===== src/rtl/pfc_gate_pkg.sv =====
package pfc_gate_pkg;

   typedef enum logic [1:0] {
      ST_WAIT = 2'd0,
      ST_ON   = 2'd1,
      ST_HOLD = 2'd2
   } seq_state_t;

   typedef struct packed {
      logic zcd;
      logic ocp;
      logic ov;
      logic uv;
      logic flt;
   } cmp_vec_t;

   localparam int CMP_W = $bits(cmp_vec_t);

endpackage


===== src/rtl/pfc_sync.sv =====
module pfc_sync #(
   parameter int W      = 5,
   parameter int STAGES = 2
) (
   input  logic         clk,
   input  logic         rst_n,
   input  logic [W-1:0] d_i,
   output logic [W-1:0] q_o
);

   if (STAGES < 2) begin : g_bad_stages
      $error("pfc_sync: STAGES must be at least 2");
   end
   if (W < 1) begin : g_bad_width
      $error("pfc_sync: W must be at least 1");
   end

   for (genvar b = 0; b < W; b++) begin : g_bit
      logic [STAGES-1:0] chain_q;
      always_ff @(posedge clk or negedge rst_n) begin
         if (!rst_n) chain_q <= '0;
         else        chain_q <= {chain_q[STAGES-2:0], d_i[b]};
      end
      assign q_o[b] = chain_q[STAGES-1];
   end

endmodule


===== src/rtl/pfc_ontime.sv =====
module pfc_ontime #(
   parameter int ONW          = 12,
   parameter int BLANK_CYCLES = 4,
   parameter int EXT_SHIFT    = 2,
   parameter bit EXT_EN       = 1'b1
) (
   input  logic           clk,
   input  logic           rst_n,
   input  logic           load_i,
   input  logic           run_i,
   input  logic [ONW-1:0] ton_i,
   input  logic           near_zc_i,
   input  logic           ocp_i,
   output logic           done_o,
   output logic           ocp_trip_o
);

   localparam int LW = ONW + 1;
   localparam int BW = $clog2(BLANK_CYCLES + 1) + 1;

   if (EXT_EN && EXT_SHIFT < 2) begin : g_bad_shift
      $error("pfc_ontime: EXT_SHIFT below 2 exceeds a quarter extension");
   end
   if (ONW < 2) begin : g_bad_onw
      $error("pfc_ontime: ONW must be at least 2");
   end

   logic [ONW-1:0] ext;
   logic [LW-1:0]  len_raw;
   logic [LW-1:0]  len_eff;
   logic [LW-1:0]  cnt_q;
   logic [BW-1:0]  el_q;

   if (EXT_EN) begin : g_ext
      assign ext = near_zc_i ? (ton_i >> EXT_SHIFT) : '0;
   end else begin : g_noext
      logic unused_near;
      assign unused_near = near_zc_i;
      assign ext = '0;
   end

   assign len_raw = {1'b0, ton_i} + {1'b0, ext};
   assign len_eff = (len_raw == '0) ? LW'(1) : len_raw;

   always_ff @(posedge clk or negedge rst_n) begin
      if (!rst_n) begin
         cnt_q <= '0;
         el_q  <= '0;
      end else if (load_i) begin
         cnt_q <= len_eff;
         el_q  <= '0;
      end else if (run_i) begin
         if (cnt_q != '0) cnt_q <= cnt_q - LW'(1);
         if (el_q != BW'(BLANK_CYCLES)) el_q <= el_q + BW'(1);
      end
   end

   assign done_o     = run_i && (cnt_q <= LW'(1));
   assign ocp_trip_o = run_i && ocp_i && (el_q == BW'(BLANK_CYCLES));

endmodule


===== src/rtl/pfc_watchdog.sv =====
module pfc_watchdog #(
   parameter int WD_CYCLES = 4000
) (
   input  logic clk,
   input  logic rst_n,
   input  logic clr_i,
   output logic expire_o
);

   localparam int CW = $clog2(WD_CYCLES);

   if (WD_CYCLES < 2) begin : g_bad_period
      $error("pfc_watchdog: WD_CYCLES must be at least 2");
   end

   logic [CW-1:0] cnt_q;

   always_ff @(posedge clk or negedge rst_n) begin
      if (!rst_n)                              cnt_q <= '0;
      else if (clr_i)                          cnt_q <= '0;
      else if (cnt_q != CW'(WD_CYCLES - 1))    cnt_q <= cnt_q + CW'(1);
   end

   assign expire_o = (cnt_q == CW'(WD_CYCLES - 1));

endmodule


===== src/rtl/pfc_gate_seq.sv =====
module pfc_gate_seq
   import pfc_gate_pkg::*;
#(
   parameter int ONW          = 12,
   parameter int WD_CYCLES    = 4000,
   parameter int SYNC_STAGES  = 2,
   parameter int BLANK_CYCLES = 4,
   parameter int EXT_SHIFT    = 2,
   parameter bit EXT_EN       = 1'b1
) (
   input  logic           clk,
   input  logic           rst_n,
   input  logic           zcd_i,
   input  logic           ocp_i,
   input  logic           bus_ov_i,
   input  logic           bus_uv_i,
   input  logic           fault_i,
   input  logic [ONW-1:0] ton_i,
   input  logic           near_zc_i,
   output logic           gate_o,
   output logic           uvlo_req_o,
   output logic           wd_active_o
);

   if (BLANK_CYCLES < 0) begin : g_bad_blank
      $error("pfc_gate_seq: BLANK_CYCLES must not be negative");
   end

   logic [CMP_W-1:0] raw_v;
   logic [CMP_W-1:0] syn_v;
   cmp_vec_t         syn;

   assign raw_v = {zcd_i, ocp_i, bus_ov_i, bus_uv_i, fault_i};

   pfc_sync #(.W(CMP_W), .STAGES(SYNC_STAGES)) u_sync (
      .clk   (clk),
      .rst_n (rst_n),
      .d_i   (raw_v),
      .q_o   (syn_v)
   );

   assign syn = cmp_vec_t'(syn_v);

   seq_state_t state_q, state_d;
   logic zcd_prev_q, armed_q, wd_mode_q, ov_seen_q;
   logic zcd_rise, zcd_fall, inhibit;
   logic trig_norm, trig_wd, exit_hold, start_on;
   logic wd_expire, on_done, ocp_trip;

   assign zcd_rise  = syn.zcd && !zcd_prev_q;
   assign zcd_fall  = !syn.zcd && zcd_prev_q;
   assign inhibit   = syn.ov || syn.uv || syn.flt;

   assign trig_norm = (state_q == ST_WAIT) && zcd_fall && armed_q;
   assign trig_wd   = (state_q == ST_WAIT) && wd_expire;
   assign exit_hold = (state_q == ST_HOLD) && !inhibit;
   assign start_on  = !inhibit && (trig_norm || trig_wd || (exit_hold && ov_seen_q));

   pfc_ontime #(
      .ONW          (ONW),
      .BLANK_CYCLES (BLANK_CYCLES),
      .EXT_SHIFT    (EXT_SHIFT),
      .EXT_EN       (EXT_EN)
   ) u_ontime (
      .clk        (clk),
      .rst_n      (rst_n),
      .load_i     (start_on),
      .run_i      (state_q == ST_ON),
      .ton_i      (ton_i),
      .near_zc_i  (near_zc_i),
      .ocp_i      (syn.ocp),
      .done_o     (on_done),
      .ocp_trip_o (ocp_trip)
   );

   pfc_watchdog #(.WD_CYCLES(WD_CYCLES)) u_wd (
      .clk      (clk),
      .rst_n    (rst_n),
      .clr_i    (start_on || (state_q == ST_HOLD)),
      .expire_o (wd_expire)
   );

   always_comb begin
      state_d = state_q;
      if (inhibit) begin
         state_d = ST_HOLD;
      end else begin
         unique case (state_q)
            ST_WAIT: if (start_on)             state_d = ST_ON;
            ST_ON:   if (on_done || ocp_trip)  state_d = ST_WAIT;
            ST_HOLD: state_d = ov_seen_q ? ST_ON : ST_WAIT;
            default: state_d = ST_WAIT;
         endcase
      end
   end

   always_ff @(posedge clk or negedge rst_n) begin
      if (!rst_n) begin
         state_q    <= ST_WAIT;
         zcd_prev_q <= 1'b0;
         armed_q    <= 1'b0;
         wd_mode_q  <= 1'b1;
         ov_seen_q  <= 1'b0;
      end else begin
         state_q    <= state_d;
         zcd_prev_q <= syn.zcd;

         if (start_on || exit_hold)                 armed_q <= 1'b0;
         else if (state_q == ST_WAIT && zcd_rise)   armed_q <= 1'b1;

         if (start_on)       wd_mode_q <= !trig_norm;
         else if (exit_hold) wd_mode_q <= 1'b1;

         if (syn.ov)         ov_seen_q <= 1'b1;
         else if (exit_hold) ov_seen_q <= 1'b0;
      end
   end

   assign gate_o      = (state_q == ST_ON);
   assign uvlo_req_o  = syn.uv;
   assign wd_active_o = wd_mode_q;

endmodule


===== config.mk =====
export PLATFORM = sky130hd
export DESIGN_NAME = pfc_gate_seq
export DESIGN_NICKNAME = d
export VERILOG_FILES = /design/src/rtl/pfc_gate_pkg.sv /design/src/rtl/pfc_sync.sv /design/src/rtl/pfc_ontime.sv /design/src/rtl/pfc_watchdog.sv /design/src/rtl/pfc_gate_seq.sv
export SDC_FILE = /design/constraint.sdc
export NUM_CORES = 1
export LEC_CHECK = 0
export ABC_AREA = 1
export BUFFER_PORTS_ARGS = -buffer_cell sky130_fd_sc_hd__buf_2
export CAP_MARGIN = 0
export CORE_ASPECT_RATIO = 1.25
export CORE_MARGIN = 1
export CORE_UTILIZATION = 63
export CTS_BUF_LIST = sky130_fd_sc_hd__clkbuf_8
export CTS_CLUSTER_DIAMETER = 30
export DETAILED_ROUTE_END_ITERATION = 8
export PLACE_DENSITY = 0.83
export SETUP_SLACK_MARGIN = 0.02
export SLEW_MARGIN = 15
export SYNTH_ARGS = -nofsm -noshare
export SYNTH_HDL_FRONTEND = slang
export SYNTH_SLANG_ARGS = --single-unit

===== constraint.sdc =====
create_clock -name clk -period 1.95 [get_ports clk]
set_input_delay 0.0975 -clock clk [delete_from_list [all_inputs] [get_ports clk]]
set_output_delay 0.0975 -clock clk [all_outputs]
set_load 0.01 [all_outputs]

Word level (Yosys, flattened, before mapping)
Index checks and enable logic that the tools add are counted.
Word-level totals
  word-level logic and storage cells: 83
  output and inout port bits: 3
  register bits after elaboration: 45
  bits of input ports: 20
Operators by class
  reductions and logical operators: 36
  $add $sub $neg: 4
  order comparisons: 1
  mux-type cells: 21
  equal/unequal tests: 8
Operator list (count)
  2-to-1 mux 13 bit: 4
  2-to-1 mux 12 bit: 2
  nonzero test 2 bit: 7
  adder 12 x 12 -> 13 bit: 1
  less-or-equal comparator 13 x 1 -> 1 bit, second input constant: 1
  logical NOT 13 bit: 1
  nonzero test 13 bit: 1
  subtractor 13 x 1 -> 13 bit, second input constant: 1
  adder 12 x 1 -> 12 bit, second input constant: 1
  equality test 12 bit, second input constant: 1
  logical AND 1 bit: 12
  2-to-1 mux 4 bit: 3
  != test 12 bit, second input constant: 1
  2-to-1 mux 10 bit: 1
  logical OR 1 bit: 7
  2-to-1 mux 1 bit: 7
  2-to-1 mux 2 bit: 3
  != test 3 bit, second input constant: 2
  case mux 2 bit (3 select lines): 1
  AND reduction 2 bit: 3
  adder 4 x 1 -> 4 bit, second input constant: 1
  equality test 4 x 3 -> 1 bit, second input constant: 1
  logical NOT 1 bit: 4
  != test 4 x 3 -> 1 bit, second input constant: 1
  other kinds (3): 3

Logic depth before layout (Yosys ltp)
  depth after elaboration: 10
  gate-level depth with buffers: 20
  gate-level depth less buffers: 19

Hierarchy
From an unflattened synthesis, not the netlist that was laid out.
Second synthesis, totals
  cell total of the unflattened synthesis: 484
  area total of the unflattened synthesis: 3291.9 um2
By module, submodules not included
  pfc_ontime: sequential area each 425.4 um2, cells each 326, area each 1961.9 um2, times used 1
  pfc_watchdog: sequential area each 300.3 um2, cells each 108, area each 730.7 um2, times used 1
  pfc_gate_seq: sequential area each 151.4 um2, cells each 35, area each 311.5 um2, times used 1
  pfc_sync: sequential area each 250.2 um2, cells each 15, area each 287.8 um2, times used 1

Worst setup path before layout
OpenSTA, ideal clock, no wires.
  kind: in2reg
  start point: input port near_zc_i
  end point: register u_ontime.cnt_q[0]
  setup time: 0.065 ns
  setup slack: -0.046 ns
  data arrival time: 1.931 ns
  stages: 18
  buffers on the path: 1
  required time: 1.885 ns
  cell sequence: clkbuf_1 > nand2_1 > inv_1 > ha_1 > inv_1 > fa_1 > inv_1 > nand2_1 > nand2_1 > nand3_1 > nand2_1 > xor2_1 > nand3_1 > nor2_1 > nand2_1 > nand2_1 > nand2_1 > nand2_1
On the way
  cells in the longest elaborated chain, start to end: 5
Ends and longest elaborated chain
  from (decl): RTL line pfc_gate_seq.sv:19  | input logic near_zc_i,
  2-to-1 mux 10 bit *: RTL line pfc_ontime.sv:35  | assign ext = near_zc_i ? (ton_i >> EXT_SHIFT) : '0;
  adder 12 x 12 -> 13 bit *: RTL line pfc_ontime.sv:42  | assign len_raw = {1'b0, ton_i} + {1'b0, ext};
  logical NOT 13 bit: RTL line pfc_ontime.sv:43  | assign len_eff = (len_raw == '0) ? LW'(1) : len_raw;
  2-to-1 mux 13 bit *: RTL line pfc_ontime.sv:43
  2-to-1 mux 13 bit *: RTL line pfc_ontime.sv:49  | end else if (load_i) begin
  to (signal assigned): RTL line pfc_ontime.sv:50  | cnt_q <= len_eff;
  to (signal assigned): RTL line pfc_ontime.sv:53  | if (cnt_q != '0) cnt_q <= cnt_q - LW'(1);
  to (decl): RTL line pfc_ontime.sv:31  | logic [LW-1:0] cnt_q;
Every way passes the cells marked *; elsewhere a longest branch is shown, timed or not.
A chain may end at the register's enable or synchronous reset.

Final worst setup path
  start point: register u_ontime.cnt_q[1]
  end point: register u_ontime.cnt_q[10]
On the way
  cells in the longest elaborated chain, start to end: 4
  elaborated cells on any way between the ends: 7
  classes of those cells: add/sub: 1; mux: 3; reduce/logical: 3
Ends and longest elaborated chain
  subtractor 13 x 1 -> 13 bit: RTL line pfc_ontime.sv:53
  2-to-1 mux 13 bit: RTL line pfc_ontime.sv:53
  2-to-1 mux 13 bit: RTL line pfc_ontime.sv:52  | end else if (run_i) begin
  2-to-1 mux 13 bit: RTL line pfc_ontime.sv:49
Parallel ways exist; a longest one is shown, timed or not. The select of a mux whose other input is x is not followed.

==> results.sh <==
export IMPL_nNetsFinal=504
export IMPL_regArea_um2=1130
export IMPL_synthesis_instances=418
export IMPL_cpLargestDelayFamily="simple AND/OR/NAND/NOR gates"
export IMPL_cts_tree="built"
export IMPL_fin_area_um2=3530
export IMPL_status="completed"
export IMPL_dpl_hpwl_um=4990
export IMPL_relSlewSlack=0.630
export IMPL_clock_sinks=45
export IMPL_first_iter_violations=186
export IMPL_utilization=0.779
export IMPL_multi_input_area_um2=1640
export IMPL_syn_area_um2=3050
export IMPL_syn_num_nets=454
export IMPL_fillers=350
export IMPL_initial_core_util=0.673
export IMPL_place_gp_congestion=0.918
export IMPL_io_pins=23
export IMPL_rows=27
export IMPL_whs_ns=0.206
export IMPL_root_buffer="clkbuf_8"
export IMPL_port_buffers=22
export IMPL_core_area_um2=4530
export IMPL_crit_path_end_kind="register"
export IMPL_slew_viol_final=0
export IMPL_ant_nets=0
export IMPL_stdcell_count=527
export IMPL_avgViaCountPerCell=5.31
export IMPL_ir_drop_uv=442
export IMPL_maxCapViolations=0
export IMPL_setup_violations_final=0
export IMPL_grt_usage=0.294
export IMPL_cts_buffer_depth=2
export IMPL_grt_pass1_vias=2748
export IMPL_placed_cells=512
export IMPL_avgSynthCellArea_um2=7.29
export IMPL_cp_num_buf_inv=2
export IMPL_htree_levels=2
export IMPL_p_leak_nw=1.81
export IMPL_drt_pass1_iter_count=4
export IMPL_critical_path_slowest_cell="dfrtp_1"
export IMPL_clk_pin_slew_ns=0.08
export IMPL_drive_above_1_share=0.156
export IMPL_n_antenna_cell=0
export IMPL_die_h_um=79.7
export IMPL_crit_path_max_incr_delay_ns=0.40
export IMPL_min_period_ns=1.82
export IMPL_syn_to_final_growth_pct=15.8
export IMPL_yosys_warnings=0
export IMPL_remaining_drc_errors=0
export IMPL_worstMarginPinSlew_ns=0.555
export IMPL_startpoint_type="register"
export IMPL_ys_ff_latch=45
export IMPL_final_setup_skew_ns=0.0172
export IMPL_drt_wl_total_um=6700
export IMPL_cp_required_ns=2.12
export IMPL_overflow=0
export IMPL_hold_viol=0
export IMPL_grt_pass1_wl_um=11600
export IMPL_grt_setup_unrepaired="no"
export IMPL_min_path_type="in -> reg"
export IMPL_path_cells="inv_1 > ha_1 > nand2_1 > nor2_2 > nand2_1 > o21ai_4 > nand2_4 > inv_1 > a22oi_1"
export IMPL_clock_latency_ns=0.32
export IMPL_cellPowerDensity_nw_per_um2=639
export IMPL_dieArea_um2=5120
export IMPL_crit_fanout=6
export IMPL_synth_seq_area_share=0.370
export IMPL_crit_type="reg -> reg"
export IMPL_synth_distinct_cells=41
export IMPL_arrival_ns=1.99
export IMPL_placed_cell_area_um2=3340
export IMPL_antenna_found_initial=0
export IMPL_grt_max_degree=46
export IMPL_numCtsBuffers=5
export IMPL_num_vias=2796
export IMPL_fmax_ghz=0.550
export IMPL_final_period_utilization=0.933
export IMPL_wire_per_inst_um=12.7
export IMPL_die_x_um=64.2
export IMPL_finalSetupTns_ns=0
==> path summary, 6_finish.rpt <==
check | startpoint | cells past startpoint | to | slack (ns)
min in group asynchronous | rst_n | 3 | u_sync.g_bit[0].chain_q[0] | 0.38
min reg2reg | u_sync.g_bit[1].chain_q[0] | 0 | u_sync.g_bit[1].chain_q[1] | 0.35
max in group asynchronous | rst_n | 3 | ov_seen_q | 1.18
min | ton_i[11] | 5 | u_ontime.cnt_q[12] | 0.21
max | u_ontime.cnt_q[1] | 9 | u_ontime.cnt_q[10] | 0.13
max reg2reg | u_ontime.cnt_q[1] | 9 | u_ontime.cnt_q[10] | 0.13
==> repair_timing <==
action,4_1_cts,5_1_grt
resized for setup,0,6
endpoints found under the setup margin,0,16
hold endpoints to repair,49,0
buffers inserted,0,1
hold buffers,6,0
==> Yosys cell counts <==
library cell	count	area share
nand2_1	113	0.14
inv_1	66	0.081
nor2_1	52	0.064
dfrtp_1	44	0.36
nand3_1	30	0.049
ha_1	15	0.062
a21oi_1	14	0.023
xor2_1	13	0.037
o21ai_0	11	0.018
nand4_1	7	0.014
nor3_1	5	0.0082
a211oi_1	4	0.0099
a22oi_1	3	0.0074
a31oi_1	3	0.0062
buf_6	3	0.011
nand2_2	3	0.0062
a21boi_0	2	0.0049
buf_2	2	0.0033
nand3b_1	2	0.0049
nor2_2	2	0.0041
nor3_4	2	0.011
o21ai_1	2	0.0033
o21ai_2	2	0.0058
a21o_1	1	0.0025
a21oi_4	1	0.0053
and2_1	1	0.0021
clkbuf_1	1	0.0012
dfstp_2	1	0.0086
fa_1	1	0.0066
inv_2	1	0.0012
nand2_4	1	0.0037
nand3_2	1	0.0033
nand4_2	1	0.0041
nor2_4	1	0.0037
nor4_1	1	0.0021
o2111a_1	1	0.0037
o2111ai_1	1	0.0029
o211ai_1	1	0.0025
o21ai_4	1	0.0053
o31ai_1	1	0.0025
xnor2_1	1	0.0029
==> power by group <==
group	leakage (nW)	total [mW]	switching (mW)	internal (mW)
combinational	1.22	0.544	0.322	0.221
sequential	0.547	1.11	0.0793	1.03
clock	0.0447	0.604	0.346	0.259
total	1.81	2.25	0.747	1.51
==> sequential cells by signal (all words and copies together) (netlist names) <==
signal                flops
u_ontime.cnt_q           13
u_wd.cnt_q               12
u_sync.g_bit.chain_q     10
u_ontime.el_q             4
state_q                   2
armed_q                   1
ov_seen_q                 1
wd_active_o               1
zcd_prev_q                1
==> tightest hold or removal path: stages <==
cell and delay [ns]:
buf_2 0.12, nand3_1 0.10, nand2_1 0.07, nand2_1 0.06
inv_1 0.03
==> cell families after synthesis <==
kind of cell	synth area share
buffers and inverters	0.0982
xor gates and xnor gates	0.0403
AOI/OAI and AO/OA	0.103
and+or+nand+nor	0.320
adders and majority gates	0.0682
DFF	0.370
==> placed cells by master, fill, tap and decap left out, drive strengths merged <==
master / n
o21ai: 16
clkbuf: 5
o2111a: 1
a31oi: 3
ha: 15
o31ai: 1
xor2: 13
inv: 68
o2111ai: 1
and2: 1
dlygate4sd3: 6
clkinv: 1
dfstp: 1
a21boi: 2
a21oi: 15
buf: 43
nor2: 55
nand3: 31
nand2: 117
nand3b: 2
a211oi: 4
nor3: 7
a22oi: 3
clkinvlp: 1
fa: 1
nand4: 8
a21o: 1
o211ai: 1
xnor2: 1
nor4: 1
dfrtp: 44
==> metal layers <==
layer / global-route usage / vias to the layer above / part of all wire
li1: - / 1432 / -
met1: 0.345 / 1291 / 0.43
met3: 0.0471 / 15 / 0.027
met2: 0.524 / 58 / 0.52
met5: 0 / - / 0
met4: 0.129 / 0 / 0.025
==> per-stage QoR <==
| stage | power, mW | setup WS (ns) |
|---|---|---|
| 2_1_floorplan | 1.47 | 0.0594 |
| 4_1_cts | 2.25 | 0.0710 |
| 5_1_grt | 2.40 | 0.0179 |
| 3_3_place_gp | 1.61 | 0.0204 |
| 3_5_place_dp | 1.64 | -0.0276 |
| 6_report | 2.25 | 0.130 |
==> cell type report <==
class,instances,area share
multi-input cells,300,0.465
flip-flops and latches,45,0.320
repair buffers,49,0.0965
inverters,67,0.0713
well taps,58,0.0206
clock buffers,5,0.0195
clock inverters,3,0.00709
Power figures use the tool's default switching activity.
